### src/rtl/scc_pkg.sv
package scc_pkg;

    localparam int DW   = 8;
    localparam int NREG = 16;
    localparam int PW   = $clog2(NREG);
    localparam int NCH  = 2;
    localparam int NSRC = 3;
    localparam int NACT = NCH * NSRC;

    localparam logic [PW-1:0] REG_STAT = PW'(0);
    localparam logic [PW-1:0] REG_IEN  = PW'(1);
    localparam logic [PW-1:0] REG_VEC  = PW'(2);
    localparam logic [PW-1:0] REG_MIC  = PW'(9);

    // registers of a channel bank that read back their written value
    localparam logic [NREG-1:0] RB_MASK = 16'b1011_0000_0000_0010;

    localparam logic [2:0] CMD_PT_HI = 3'b001;
    localparam logic [2:0] CODE_NONE = 3'b011;
    localparam int         MIE_BIT   = 3;

    localparam int SRC_EXT = 0;
    localparam int SRC_TX  = 1;
    localparam int SRC_RX  = 2;

    typedef struct packed {
        logic ch;
        logic ctl_rd;
        logic ctl_wr;
        logic dat_rd;
        logic dat_wr;
    } acc_t;

    function automatic acc_t decode(input logic cs, input logic rd,
                                    input logic wr, input logic [1:0] a);
        acc_t r;
        logic we, re;
        we = cs & wr;
        re = cs & rd & ~wr;
        r.ch     = a[0];
        r.ctl_wr = we & ~a[1];
        r.dat_wr = we &  a[1];
        r.ctl_rd = re & ~a[1];
        r.dat_rd = re &  a[1];
        return r;
    endfunction

    function automatic logic [PW-1:0] next_ptr(input logic [DW-1:0] v);
        logic [PW-1:0] p;
        p = '0;
        p[2:0] = v[2:0];
        p[PW-1] = (v[5:3] == CMD_PT_HI);
        return p;
    endfunction

    function automatic logic [2:0] prio_code(input logic [NACT-1:0] act);
        logic [2:0] c;
        if (act[SRC_RX])             c = 3'b110;
        else if (act[SRC_TX])        c = 3'b100;
        else if (act[SRC_EXT])       c = 3'b101;
        else if (act[NSRC+SRC_RX])   c = 3'b010;
        else if (act[NSRC+SRC_TX])   c = 3'b000;
        else if (act[NSRC+SRC_EXT])  c = 3'b001;
        else                         c = CODE_NONE;
        return c;
    endfunction

    function automatic logic [DW-1:0] vec_merge(input logic [DW-1:0] v,
                                                input logic [2:0] code);
        logic [DW-1:0] r;
        r = v;
        r[3:1] = code;
        return r;
    endfunction

endpackage

### src/rtl/scc_ptr.sv
module scc_ptr
    import scc_pkg::*;
(
    input  logic          clk,
    input  logic          rst,
    input  logic          ctl_wr,
    input  logic          ctl_rd,
    input  logic [DW-1:0] wdata,
    output logic [PW-1:0] ptr
);

    always_ff @(posedge clk) begin
        if (rst) begin
            ptr <= '0;
        end else if (ctl_wr) begin
            if (ptr == REG_STAT) ptr <= next_ptr(wdata);
            else                 ptr <= '0;
        end else if (ctl_rd) begin
            ptr <= '0;
        end
    end

endmodule

### src/rtl/scc_chan_bank.sv
module scc_chan_bank
    import scc_pkg::*;
(
    input  logic            clk,
    input  logic            rst,
    input  logic            we_ctl,
    input  logic            we_dat,
    input  logic [PW-1:0]   idx,
    input  logic [DW-1:0]   wdata,
    input  logic [NSRC-1:0] pend,
    output logic [DW-1:0]   ctl_rdata,
    output logic [DW-1:0]   dat_rdata,
    output logic [NSRC-1:0] ien
);

    logic [DW-1:0] wreg [NREG];
    logic [DW-1:0] hold;

    always_ff @(posedge clk) begin
        if (rst) begin
            for (int i = 0; i < NREG; i++) wreg[i] <= '0;
            hold <= '0;
        end else begin
            if (we_ctl) wreg[idx] <= wdata;
            if (we_dat) hold      <= wdata;
        end
    end

    always_comb begin
        if (idx == REG_STAT)  ctl_rdata = {{(DW-NSRC){1'b0}}, pend};
        else if (RB_MASK[idx]) ctl_rdata = wreg[idx];
        else                  ctl_rdata = '0;
    end

    assign dat_rdata = hold;
    assign ien       = wreg[REG_IEN][NSRC-1:0];

endmodule

### src/rtl/scc_irq.sv
module scc_irq
    import scc_pkg::*;
(
    input  logic            clk,
    input  logic            rst,
    input  logic [NACT-1:0] act,
    input  logic            mie,
    output logic            irq,
    output logic            irq_chg,
    output logic [2:0]      code
);

    logic level;

    assign level = mie & (|act);
    assign code  = prio_code(act);

    always_ff @(posedge clk) begin
        if (rst) begin
            irq     <= 1'b0;
            irq_chg <= 1'b0;
        end else begin
            irq     <= level;
            irq_chg <= (level != irq);
        end
    end

endmodule

### src/rtl/scc_regfront.sv
module scc_regfront
    import scc_pkg::*;
(
    input  logic            clk,
    input  logic            rst,
    input  logic            cs,
    input  logic            rd,
    input  logic            wr,
    input  logic [1:0]      addr,
    input  logic [DW-1:0]   wdata,
    output logic [DW-1:0]   rdata,
    input  logic [NACT-1:0] src_pend,
    output logic            irq,
    output logic            irq_chg
);

    acc_t          acc;
    logic [PW-1:0] ptr;
    logic [DW-1:0] vec;
    logic [DW-1:0] mic;
    logic          shared_hit;
    logic [2:0]    code;
    logic [NACT-1:0] act;

    logic [DW-1:0]   ctl_rd_ch [NCH];
    logic [DW-1:0]   dat_rd_ch [NCH];
    logic [NSRC-1:0] ien_ch    [NCH];

    assign acc        = decode(cs, rd, wr, addr);
    assign shared_hit = (ptr == REG_VEC) || (ptr == REG_MIC);

    scc_ptr u_ptr (
        .clk    (clk),
        .rst    (rst),
        .ctl_wr (acc.ctl_wr),
        .ctl_rd (acc.ctl_rd),
        .wdata  (wdata),
        .ptr    (ptr)
    );

    always_ff @(posedge clk) begin
        if (rst) begin
            vec <= '0;
            mic <= '0;
        end else if (acc.ctl_wr) begin
            if (ptr == REG_VEC) vec <= wdata;
            if (ptr == REG_MIC) mic <= wdata;
        end
    end

    for (genvar c = 0; c < NCH; c++) begin : g_ch
        logic sel;
        assign sel = (acc.ch == 1'(c));

        scc_chan_bank u_bank (
            .clk       (clk),
            .rst       (rst),
            .we_ctl    (acc.ctl_wr & sel & ~shared_hit),
            .we_dat    (acc.dat_wr & sel),
            .idx       (ptr),
            .wdata     (wdata),
            .pend      (src_pend[c*NSRC +: NSRC]),
            .ctl_rdata (ctl_rd_ch[c]),
            .dat_rdata (dat_rd_ch[c]),
            .ien       (ien_ch[c])
        );

        assign act[c*NSRC +: NSRC] = src_pend[c*NSRC +: NSRC] & ien_ch[c];
    end

    scc_irq u_irq (
        .clk     (clk),
        .rst     (rst),
        .act     (act),
        .mie     (mic[MIE_BIT]),
        .irq     (irq),
        .irq_chg (irq_chg),
        .code    (code)
    );

    always_comb begin
        rdata = '0;
        if (acc.dat_rd) begin
            rdata = dat_rd_ch[acc.ch];
        end else if (acc.ctl_rd) begin
            if (ptr == REG_VEC)      rdata = acc.ch ? vec_merge(vec, code) : vec;
            else if (ptr == REG_MIC) rdata = mic;
            else                     rdata = ctl_rd_ch[acc.ch];
        end
    end

endmodule

### config.mk
export PLATFORM = sky130hd
export DESIGN_NAME = scc_regfront
export DESIGN_NICKNAME = d
export VERILOG_FILES = /design/src/rtl/scc_pkg.sv /design/src/rtl/scc_ptr.sv /design/src/rtl/scc_chan_bank.sv /design/src/rtl/scc_irq.sv /design/src/rtl/scc_regfront.sv
export SDC_FILE = /design/constraint.sdc
export NUM_CORES = 1
export LEC_CHECK = 0
export BUFFER_PORTS_ARGS = -buffer_cell sky130_fd_sc_hd__buf_2
export CAP_MARGIN = 20
export CORE_ASPECT_RATIO = 0.5
export CORE_MARGIN = 5
export CORE_UTILIZATION = 30
export DETAILED_ROUTE_END_ITERATION = 6
export GPL_TIMING_DRIVEN = 0
export SLEW_MARGIN = 10
export SYNTH_ARGS = -nofsm -noshare
export SYNTH_HDL_FRONTEND = slang
export SYNTH_SLANG_ARGS = --single-unit
### constraint.sdc
create_clock -name clk -period 2.8 [get_ports clk]
set_input_delay 0.42 -clock clk [delete_from_list [all_inputs] [get_ports clk]]
set_output_delay 0.42 -clock clk [all_outputs]
set_load 0.05 [all_outputs]
==> results.md <==
- Syn avg cell area: about 14 um2
- Post-synth EDFFs: 256
- Placed insts: roughly 1700
- Row count: 55
- # setup viols final: 8
- Hold_sp: wdata[0]
- RSZ-0062 raised after global routing: yes
- Total track usage: 0.166
- Max Buffers Root-to-Sink: 3
- Detailed Place HPWL: just under 30000 um
- VDD IR-drop max: roughly 0.00059 V
- # nets final: ~1200
- Inserted Clock Buffers: 31
- Primary FF master, synth: edfxtp_1
- Area grow syn2layout: 19.6%
- Arrival time worst endpoint: around 3.1 ns
- Finished Cell Area: between 15000 and 20000 um2
- Largest net degree at the start of global routing: 16
- Initial DRC count: around 1000
- Die H: between 150 and 200 um
- Fin crit share: 1.25
- CP max stage delay: ~0.52 ns
- Routed WL per cell: 24.3 um
- Cells along the critical path: buf_12 > buf_12 > buf_16 > mux4_2 > mux2i_4 > a21oi_1 > o211ai_1 > o221ai_1 > buf_4
- Quantity of hold-fixing buffers added after cts: 0
- Startpoint Class: flop
- Fill cell count: roughly 4300
- Largest fanout on the critical path: 6
- Remaining DRCs: 0
- Distinct cells, synth: between 60 and 70
- Sinks on Clock Net: approximately 300
- Setup ws final: -0.699 ns
- Failing checks: setup timing
- Ys async rst share: 0
- Share of post-route cells with drive strength above 1: 0.228
- Ys Warns: 0
- Cell leakage power: ~5.8 nW
- Required time worst endpoint: 2.38 ns
- Worst Clk Skew: 0.00738 ns
- WP buf/inv: 4
- Die width: 313 um
- Max cap viols: 0
- Clk root buf: clkbuf_16
- Post-synthesis cell area: about 14000 um2
- Critical Path End Type: output port
- Pre-CTS setup slack: -0.943 ns
- Core area: 45300 um2
- Critical R2R Launch: u_ptr.ptr[2]$_SDFFE_PP0N_
- I/O pin count: 31
- Drt pass-1 iters: 5
- Post-layout min period: about 3.5 ns
- Setup CP Type: reg2out
- Sequential share of the synthesized area: 0.620
- Hold Vio Cnt, Final: 0
- Crit-path slowest cell: mux4_2
- Placer congestion estimate: approximately 0.97
- Die area: around 51000 um2
- Worst-Margin Slew: between 1 and 1.5 ns
- Total wire length: roughly 43000 um
- Most common cell after layout, fill and taps aside: edfxtp_1
- Max Slew Vio Count: 0
- CP delay by family, top: multiplexers
- Htree depth: 1
- Yosys reg bits: around 300
- Commonest cells after routing, fill and taps aside: 256 x edfxtp_1, 226 x and2_1, 68 x nand2_1
- Placed instance area: approximately 15000 um2
- Most used cell, CP: buf_12
- Pwr/cell area: 601 nW/um2
- CTS tree: done
- Synth Instances: around 1000
- Min Hold Slack: between 0.15 and 0.2 ns
- Number of global-route vias before repair: 9082
- Setup TNS: -4.73 ns
- Via count: 9055
- Initial Util: 0.304
- Initial antenna violation count: 2
- Slew HR: 0.211
- Routed Antenna Nets: 0
- Clock transition at path regs: ~0.060 ns
- Port Buffers: 30
- Achievable Freq: 286 MHz
- Post-Layout Cell Count: 1756
- Vias per cell: about 5.2
- Outcome: complete, but fails checks
- Worst skew pair latency: around 0.57 ns
- Overflow after GRT: 0
- Worst Hold Class: in2reg
- Global-route wire length before repair: roughly 62000 um
## worst reg2reg max path, stage by stage (launching register included)
cell and delay, ns:
dfxtp_1 0.34, nor2b_1 0.31, nand2_1 0.19, nor3_1 0.93, or2_2 0.44
## repair_timing
item	CTS	global route
endpoints found under the setup margin	8	8
gates cloned	1	0
resized for setup	78	22
setup buffers	16	11
pin swaps	10	7
hold endpoints to repair	0	0
## power by group
group	internal (mW)	switching (mW)	total, mW	leakage [nW]
sequential	4.98	0.0551	5.04	2.97
clock	2.40	1.75	4.15	0.487
combinational	0.248	0.470	0.718	2.29
total	7.63	2.27	9.91	5.76
## stage by stage
stage	power [mW]	utilization
detailed placement	5.76	0.327
global route	10.2	0.364
floorplan	5.46	-
CTS	9.91	0.360
global placement	5.74	0.327
finish	9.91	0.364
## worst paths after layout
path              slack, ns  cells after the start                                  endpoint
setup reg to reg       0.28                      4   g_ch[0].u_bank.wreg[4][6]$_SDFFCE_PN0P_
hold / removal         0.17                      3  g_ch[0].u_bank.dat_rdata[0]$_SDFFE_PP0P_
hold reg to reg        0.46                      2  g_ch[0].u_bank.dat_rdata[7]$_SDFFE_PP0P_
setup / recovery      -0.70                      9                                  rdata[6]
## Yosys cell counts, types with 3 or more instances
cell / n / area, um2
a21oi_1: 37 / 185
a221oi_1: 5 / 43.8
a22oi_1: 8 / 60.1
and2_1: 226 / 1410
buf_2: 10 / 50.1
buf_4: 8 / 60.1
clkbuf_1: 48 / 180
dfxtp_1: 43 / 861
edfxtp_1: 256 / 7690
mux2_2: 7 / 78.8
mux2i_1: 27 / 270
mux4_2: 62 / 1400
nand2_1: 68 / 255
nand2b_1: 6 / 37.5
nand3_1: 9 / 45.0
nor2_1: 54 / 203
nor2b_1: 7 / 43.8
nor3_1: 9 / 45.0
o2111ai_1: 3 / 26.3
o211ai_1: 6 / 45.0
o21ai_0: 19 / 95.1
o21ai_1: 3 / 15.0
o221ai_1: 7 / 61.3
o22ai_1: 8 / 50.1
o2bb2ai_1: 4 / 35.0
or2_1: 3 / 18.8
or2_2: 27 / 169
## flip-flops by register name, summed over array words and instances, names as in the netlist, named ones only
signal	count
g_ch.u_bank.dat_rdata	16
u_ptr.ptr	4
g_ch.u_bank.wreg	256
u_irq.irq_chg	1
vec	8
mic	8
u_irq.irq	1
## layout make-up
type,instances,area [um2],area share
Buffer,66,465,0.0282
Multi-Input combinational cell,672,5250,0.318
Clock buffer,39,806,0.0489
Antenna cell,2,5.00,0.000303
Sequential cell,299,8550,0.519
Tap cell,598,748,0.0454
Inverter,3,12.5,0.000759
Timing Repair Buffer,59,458,0.0278
Clock inverter,18,195,0.0118
## logic make-up after synthesis
logic type,after synthesis,share of synthesized area
AND/OR/NAND/NOR,431,0.176
flip-flops,299,0.620
AO/OA/AOI/OAI,112,0.0524
multiplexers,96,0.127
buffers and inverters,72,0.0238
XOR/XNOR,1,0.000635
other,1,0.000272
## per-layer routing
layer	global-route usage	vias up	share of wire
li1	-	3958	-
met1	0.233	4636	0.43
met2	0.266	401	0.47
met3	0.0365	60	0.082
met4	0.0397	0	0.022
met5	0	-	0
(Power assumes the default switching activity.)
